### config.mk
export PLATFORM = sky130hd
export DESIGN_NAME = env_follower
export DESIGN_NICKNAME = d
export VERILOG_FILES = /design/src/rtl/env_follow_pkg.sv /design/src/rtl/env_leak.sv /design/src/rtl/env_rect_accum.sv /design/src/rtl/env_state_reg.sv /design/src/rtl/env_follower.sv
export SDC_FILE = /design/constraint.sdc
export NUM_CORES = 1
export LEC_CHECK = 0
export ABC_CLOCK_PERIOD_IN_PS = 6130
export BUFFER_PORTS_ARGS = -buffer_cell sky130_fd_sc_hd__buf_2
export CORE_AREA = 10 10 130 132
export DETAILED_ROUTE_END_ITERATION = 10
export DIE_AREA = 0 0 140 142
export MAX_ROUTING_LAYER = met4
export PLACE_DENSITY = 0.51
export SLEW_MARGIN = 20
export SYNTH_ARGS = -nofsm -noshare
export SYNTH_HDL_FRONTEND = slang
export SYNTH_SLANG_ARGS = --single-unit
### constraint.sdc
create_clock -name clk -period 6.13 [get_ports clk]
set_clock_uncertainty 0.2 [all_clocks]
set_input_delay 0.9195 -clock clk [delete_from_list [all_inputs] [get_ports clk]]
set_output_delay 0.9195 -clock clk [all_outputs]
set_load 0.01 [all_outputs]
### src/rtl/env_follow_pkg.sv
package env_follow_pkg;

   // Width of the integrator state for a given input width and leak shift.
   function automatic int unsigned acc_width(input int unsigned in_w, input int unsigned shift);
      return in_w + shift;
   endfunction

   // Magnitude of the most negative input code.
   function automatic longint unsigned min_code_mag(input int unsigned in_w);
      return longint'(1) << (in_w - 1);
   endfunction

endpackage

### src/rtl/env_leak.sv
// Leak stage: removes state / 2^SHIFT (floor) from the current state.
module env_leak #(
   parameter int unsigned ACC_W = 22,
   parameter int unsigned SHIFT = 6
) (
   input  logic [ACC_W-1:0] state_q,
   output logic [ACC_W-1:0] leaked
);

   logic [ACC_W-1:0] frac;

   always_comb begin
      frac   = state_q >> SHIFT;
      leaked = state_q - frac;
   end

endmodule

### src/rtl/env_rect_accum.sv
// Folded rectifier: the sample's sign bit picks add or subtract.
module env_rect_accum #(
   parameter int unsigned IN_W  = 16,
   parameter int unsigned ACC_W = 22
) (
   input  logic [ACC_W-1:0]        base,
   input  logic signed [IN_W-1:0]  sample,
   output logic [ACC_W-1:0]        sum,
   output logic                    carry
);

   localparam int unsigned EXT_W = ACC_W + 1;

   logic [EXT_W-1:0] base_ext;
   logic [EXT_W-1:0] smp_ext;
   logic [EXT_W-1:0] res;
   logic             neg;

   always_comb begin
      neg      = sample[IN_W-1];
      base_ext = {1'b0, base};
      smp_ext  = EXT_W'(signed'(sample));   // sign extension keeps MIN exact
      if (neg) res = base_ext - smp_ext;
      else     res = base_ext + smp_ext;
      sum   = res[ACC_W-1:0];
      carry = res[EXT_W-1];
   end

endmodule

### src/rtl/env_state_reg.sv
// Integrator state register with the per-cycle checks.
module env_state_reg #(
   parameter int unsigned IN_W  = 16,
   parameter int unsigned SHIFT = 6,
   parameter int unsigned ACC_W = 22
) (
   input  logic                   clk,
   input  logic                   rst,
   input  logic                   load,
   input  logic [ACC_W-1:0]       nxt,
   input  logic                   nxt_carry,
   input  logic signed [IN_W-1:0] sample,
   output logic [ACC_W-1:0]       state_q
);

   localparam logic signed [IN_W-1:0] MIN_CODE = {1'b1, {(IN_W-1){1'b0}}};
   localparam logic [ACC_W-1:0]       MIN_MAG  = ACC_W'(env_follow_pkg::min_code_mag(IN_W));
   localparam logic [ACC_W-1:0]       NO_LEAK  = ACC_W'(1) << SHIFT;

   always_ff @(posedge clk) begin
      if (rst)       state_q <= '0;
      else if (load) state_q <= nxt;
   end

   a_r1_reset_clear: assert property (@(posedge clk) rst |=> state_q == '0);

   a_r2_hold: assert property (@(posedge clk) disable iff (rst)
      !load |=> $stable(state_q));

   a_r5_no_overflow: assert property (@(posedge clk) disable iff (rst)
      load |-> !nxt_carry);

   a_r7_zero_decay: assert property (@(posedge clk) disable iff (rst)
      (load && sample == '0) |=> state_q <= $past(state_q));

   a_r4_min_code: assert property (@(posedge clk) disable iff (rst)
      (load && sample == MIN_CODE && state_q < NO_LEAK) |=> state_q == $past(state_q) + MIN_MAG);

endmodule

### src/rtl/env_follower.sv
module env_follower #(
   parameter int unsigned IN_W  = 16,
   parameter int unsigned SHIFT = 6
) (
   input  logic                   clk,
   input  logic                   rst,
   input  logic                   smp_vld,
   input  logic signed [IN_W-1:0] smp_in,
   output logic [IN_W-1:0]        env_out
);

   localparam int unsigned ACC_W = env_follow_pkg::acc_width(IN_W, SHIFT);

   generate
      if (IN_W < 2) begin : g_bad_w
         $error("env_follower: IN_W must be at least 2");
      end
      if (SHIFT < 1 || SHIFT > 24) begin : g_bad_shift
         $error("env_follower: SHIFT must lie in 1..24");
      end
   endgenerate

   logic [ACC_W-1:0] state_q;
   logic [ACC_W-1:0] leaked;
   logic [ACC_W-1:0] nxt;
   logic             carry;

   env_leak #(.ACC_W(ACC_W), .SHIFT(SHIFT)) i_leak (
      .state_q (state_q),
      .leaked  (leaked)
   );

   env_rect_accum #(.IN_W(IN_W), .ACC_W(ACC_W)) i_accum (
      .base   (leaked),
      .sample (smp_in),
      .sum    (nxt),
      .carry  (carry)
   );

   env_state_reg #(.IN_W(IN_W), .SHIFT(SHIFT), .ACC_W(ACC_W)) i_state (
      .clk       (clk),
      .rst       (rst),
      .load      (smp_vld),
      .nxt       (nxt),
      .nxt_carry (carry),
      .sample    (smp_in),
      .state_q   (state_q)
   );

   assign env_out = state_q[ACC_W-1:SHIFT];

   a_r6_out_range: assert property (@(posedge clk) disable iff (rst)
      env_out <= IN_W'(env_follow_pkg::min_code_mag(IN_W)));

endmodule

Word level (Yosys, flattened, before mapping)
Cells that the tools add are included.

Add/sub/neg operators: 3. Multiplexer cells: 1.

Operators with widths (number): adder 22 bit (1); 2-to-1 mux 22 bit (1); subtractor 22 x 16 -> 22 bit (1); subtractor 22 bit (1).

Word-level logic and storage cells: 5. Output and inout bits: 16. Register bits: 22. Input port bits: 19.

Logic depth before layout (Yosys ltp)
Depth after elaboration: 3. Mapped depth: 19. Depth with buffers taken out: 18.

Modules after synthesis
Synthesis repeated with hierarchy kept, for this count alone.

Cell total of the unflattened synthesis: 437. Area total of the unflattened synthesis: 3324.4 µm².

Modules (own cells, without submodules): env_rect_accum (area each 1560.2 µm², seq. area each 0.0 µm², cells each 229, times used 1); env_leak (area each 962.2 µm², seq. area each 0.0 µm², cells each 137, times used 1); env_state_reg (area each 802.0 µm², seq. area each 440.4 µm², cells each 71, times used 1).

Worst setup path before layout
Ideal clock, no wire load.

Path type: input to register. Start: input smp_in[6]. End: register i_state.state_q[21]. Path buffers: 0. Cell stages on the path: 12. Data arrival time: 4.144 ns. Slack: 1.663 ns. Required time: 5.807 ns. Setup time: 0.123 ns. Cell sequence: or4_4 nor4_1 a21oi_1 xnor2_1 ha_1 and4_1 nor4b_1 o31ai_1 and3_1 or3b_1 mux2i_1 mux2_1.

Word-level cells in the longest chain between the ends: 2. Elaborated cells on any way between the ends: 3. Those cells by class: add/sub: 2; mux: 1.

Ends and longest elaborated chain: start, declared (line env_follower.sv:8) `input logic signed [IN_W-1:0] smp_in,`; adder 22 bit / subtractor 22 bit (equally long branches) (line env_rect_accum.sv:24, env_rect_accum.sv:23); 2-to-1 mux 22 bit * (line env_rect_accum.sv:23) `if (neg) res = base_ext - smp_ext;`; end signal, assigned (line env_state_reg.sv:22) `else if (load) state_q <= nxt;`; end, declared (line env_state_reg.sv:13) `output logic [ACC_W-1:0] state_q`.

Mark *: on every way between the ends. The rest lies on a longest branch, timed or not. A chain may end at the register's enable or synchronous reset.

Final worst setup path
Ends and elaborated chain as after synthesis.

==> out/results.ini <==
[final_layout]
largest_register = i_state.state_q
fillerInstances = 1609
syn_to_final_growth_pct = 9.26
nNetsFinal = 556
layout-drive-gt1-share_pct = 10.3
diodes = 0
largest_registers = i_state.state_q: 22 flops
largest_reg_flops = 22

[synth]
yosysSeqAreaShare_pct = 12.5
syn_nets = 542
ys_async_sr_fraction_pct = 0
synth_seq_cells = 22
synthesis.area_mm2 = 0.00351
synth_cell_type_count = 64
yosys_warnings = 0
netlist_instances = 483
synth_edf_count = 0
synthFlopType = dfxtp_1
avgSynthCellArea_um2 = 7.28

[clock_tree]
cts_hold_buffers = 0
insertion_delay_ns = 0.26
h-tree-depth = 1
cts_made_buffers = 3
clock_path_buffers = 2
clk_pin_slew_worst_paths_ns = 0.06
ctsResizeCount = 0
cts.sink_count = 22
post_cts_buffers = 0
cts_tree = yes
cts_root_buffer = clkbuf_16

[route]
dr.pass1.iters = 4
wl_per_cell_um = 15.2
drt_iter0_markers = 256
vias_per_cell = 5.14
post-route-drc-count = 0
ant_nets = 0
num_vias = 3490
wl_mm = 10.4

[floorplanning]
core_mm2 = 0.0143
die_h_um = 142
die_x_um = 140
dieArea_mm2 = 0.0199
rows = 44
num_io_pins = 35
initial_core_util_pct = 24.6

[status]
status = completed

[worst_setup_path]
worstSetupPathType = in -> reg
path_max_fanout = 8
crit_path_start_kind = input pin
crit_required_ns = 6.07
cp.arrival_ns = 4.79
regToRegSetupSlack_ns = 1.32
end_kind = flip-flop

[grt]
antenna_found_initial = 0
grt_pass1_vias = 3363
grt_max_degree = 37
grt-ovfl-total = 0
grt_pass1_wl_mm = 16.8
grt_usage_pct = 10.3

[timing]
finalSetupTns_ns = 0
maxSlewHeadroom_pct = 46.7
tightest_slew_ns = 0.792
max_freq_mhz = 206
hold_viol = 0
setup_viol_count_final = 0
rsz0062_at_grt = false
slew_viol_final = 0
min_period_ns = 4.85
timing.final.crit_share_pct = 79.1

[run]
cap_viol_max_count = 0

[hold_path]
hold_path_class = reg -> reg

[placement]
gp_congestion = 0.897
place_hpwl_mm = 8.72
port_buffers = 34

==> metal layers <==
layer,wire (um),share of wire (%),global-route usage (%),up-vias
met5,0,0,-,-
met4,173,1.7,3.42,0
met3,137,1.3,0.0668,11
met2,4810,47,16.9,60
met1,5230,50,13.5,1636
li1,-,-,-,1783
==> cell families after synthesis <==
group	synth area share, %
AND/OR/NAND/NOR	25.5
AO/OA/AOI/OAI	27.3
buffers and inverters	8.33
adder cells (fa/ha/maj)	14.7
XOR/XNOR	8.97
flip-flops	12.5
multiplexers	2.63
==> critical path, cell delays in order <==
cell,delay (ns)
buf_2,0.12
or4_4,0.56
nor4_1,0.62
a21oi_1,0.19
xnor2_1,0.17
ha_1,0.41
and4_1,0.29
nor4b_1,0.28
o31ai_1,0.17
and3_1,0.20
or3b_1,0.36
mux2i_1,0.16
mux2_1,0.33
==> layout make-up <==
class / count / area [um^2] / share of cell area (%)
clock buffer: 3 / 75.1 / 1.96
multi-input combinational: 399 / 2780 / 72.4
tap: 184 / 230 / 6.00
sequential: 22 / 440 / 11.5
inverter: 36 / 135 / 3.52
timing repair buffer: 35 / 178 / 4.63
==> worst paths after layout <==
path / startpoint / cells past startpoint / endpoint
min: i_state.state_q[0]$_SDFFE_PP0P_ / 2 / i_state.state_q[0]$_SDFFE_PP0P_
min reg2reg: i_state.state_q[0]$_SDFFE_PP0P_ / 2 / i_state.state_q[0]$_SDFFE_PP0P_
max reg2reg: i_state.state_q[7]$_SDFFE_PP0P_ / 17 / i_state.state_q[21]$_SDFFE_PP0P_
max: smp_in[6] / 13 / i_state.state_q[21]$_SDFFE_PP0P_
==> metrics by stage <==
step	worst slack, ns	cells	util (%)	hold slack, ns	cell area, um^2
6_report	1.28	679	26.8	0.289	3840
5_1_grt	0.933	679	26.8	0.296	3840
4_1_cts	1.27	679	26.8	0.284	3840
3_5_place_dp	0.983	676	26.3	0.276	3760
3_3_place_gp	1.17	676	26.3	0.268	3760
2_1_floorplan	1.66	483	-	0.250	3510
==> synthesized netlist by cell type (all sizes together) (3+ instances only) <==
cell / number / area (um^2)
a31oi: 7 / 43.8
o21ai: 27 / 135
and4: 3 / 26.3
buf: 16 / 120
or4: 4 / 33.8
or3: 3 / 18.8
o311ai: 3 / 26.3
a21o: 13 / 97.6
ha: 38 / 475
nand3: 10 / 50.1
o31ai: 6 / 45.0
o211ai: 4 / 30.0
a211oi: 14 / 115
nand2b: 12 / 75.1
xor2: 11 / 96.3
mux2i: 7 / 70.1
xnor2: 25 / 219
nor2: 45 / 169
nor4: 6 / 37.5
clkbuf: 10 / 37.5
a21oi: 37 / 185
dfxtp: 22 / 440
and3: 11 / 76.3
nand2: 33 / 124
o21a: 8 / 60.1
o22ai: 3 / 18.8
nand3b: 4 / 30.0
inv: 36 / 135
nor2b: 8 / 50.1
nor3: 21 / 105
==> placed cells by master, fill, tap and decap left out, types with 10 or more instances in the layout <==
cell type,instances
o21ai_0,23
nand3_1,10
a21o_1,13
ha_1,38
nor3_1,21
inv_1,36
a211oi_1,12
xnor2_1,25
buf_2,34
a21oi_1,37
xor2_1,11
nand2b_1,12
nor2_1,45
nand2_1,33
dfxtp_1,22
Power is not shown: default switching activity piles up to over one toggle a cycle in this logic, so the estimate is an artifact.
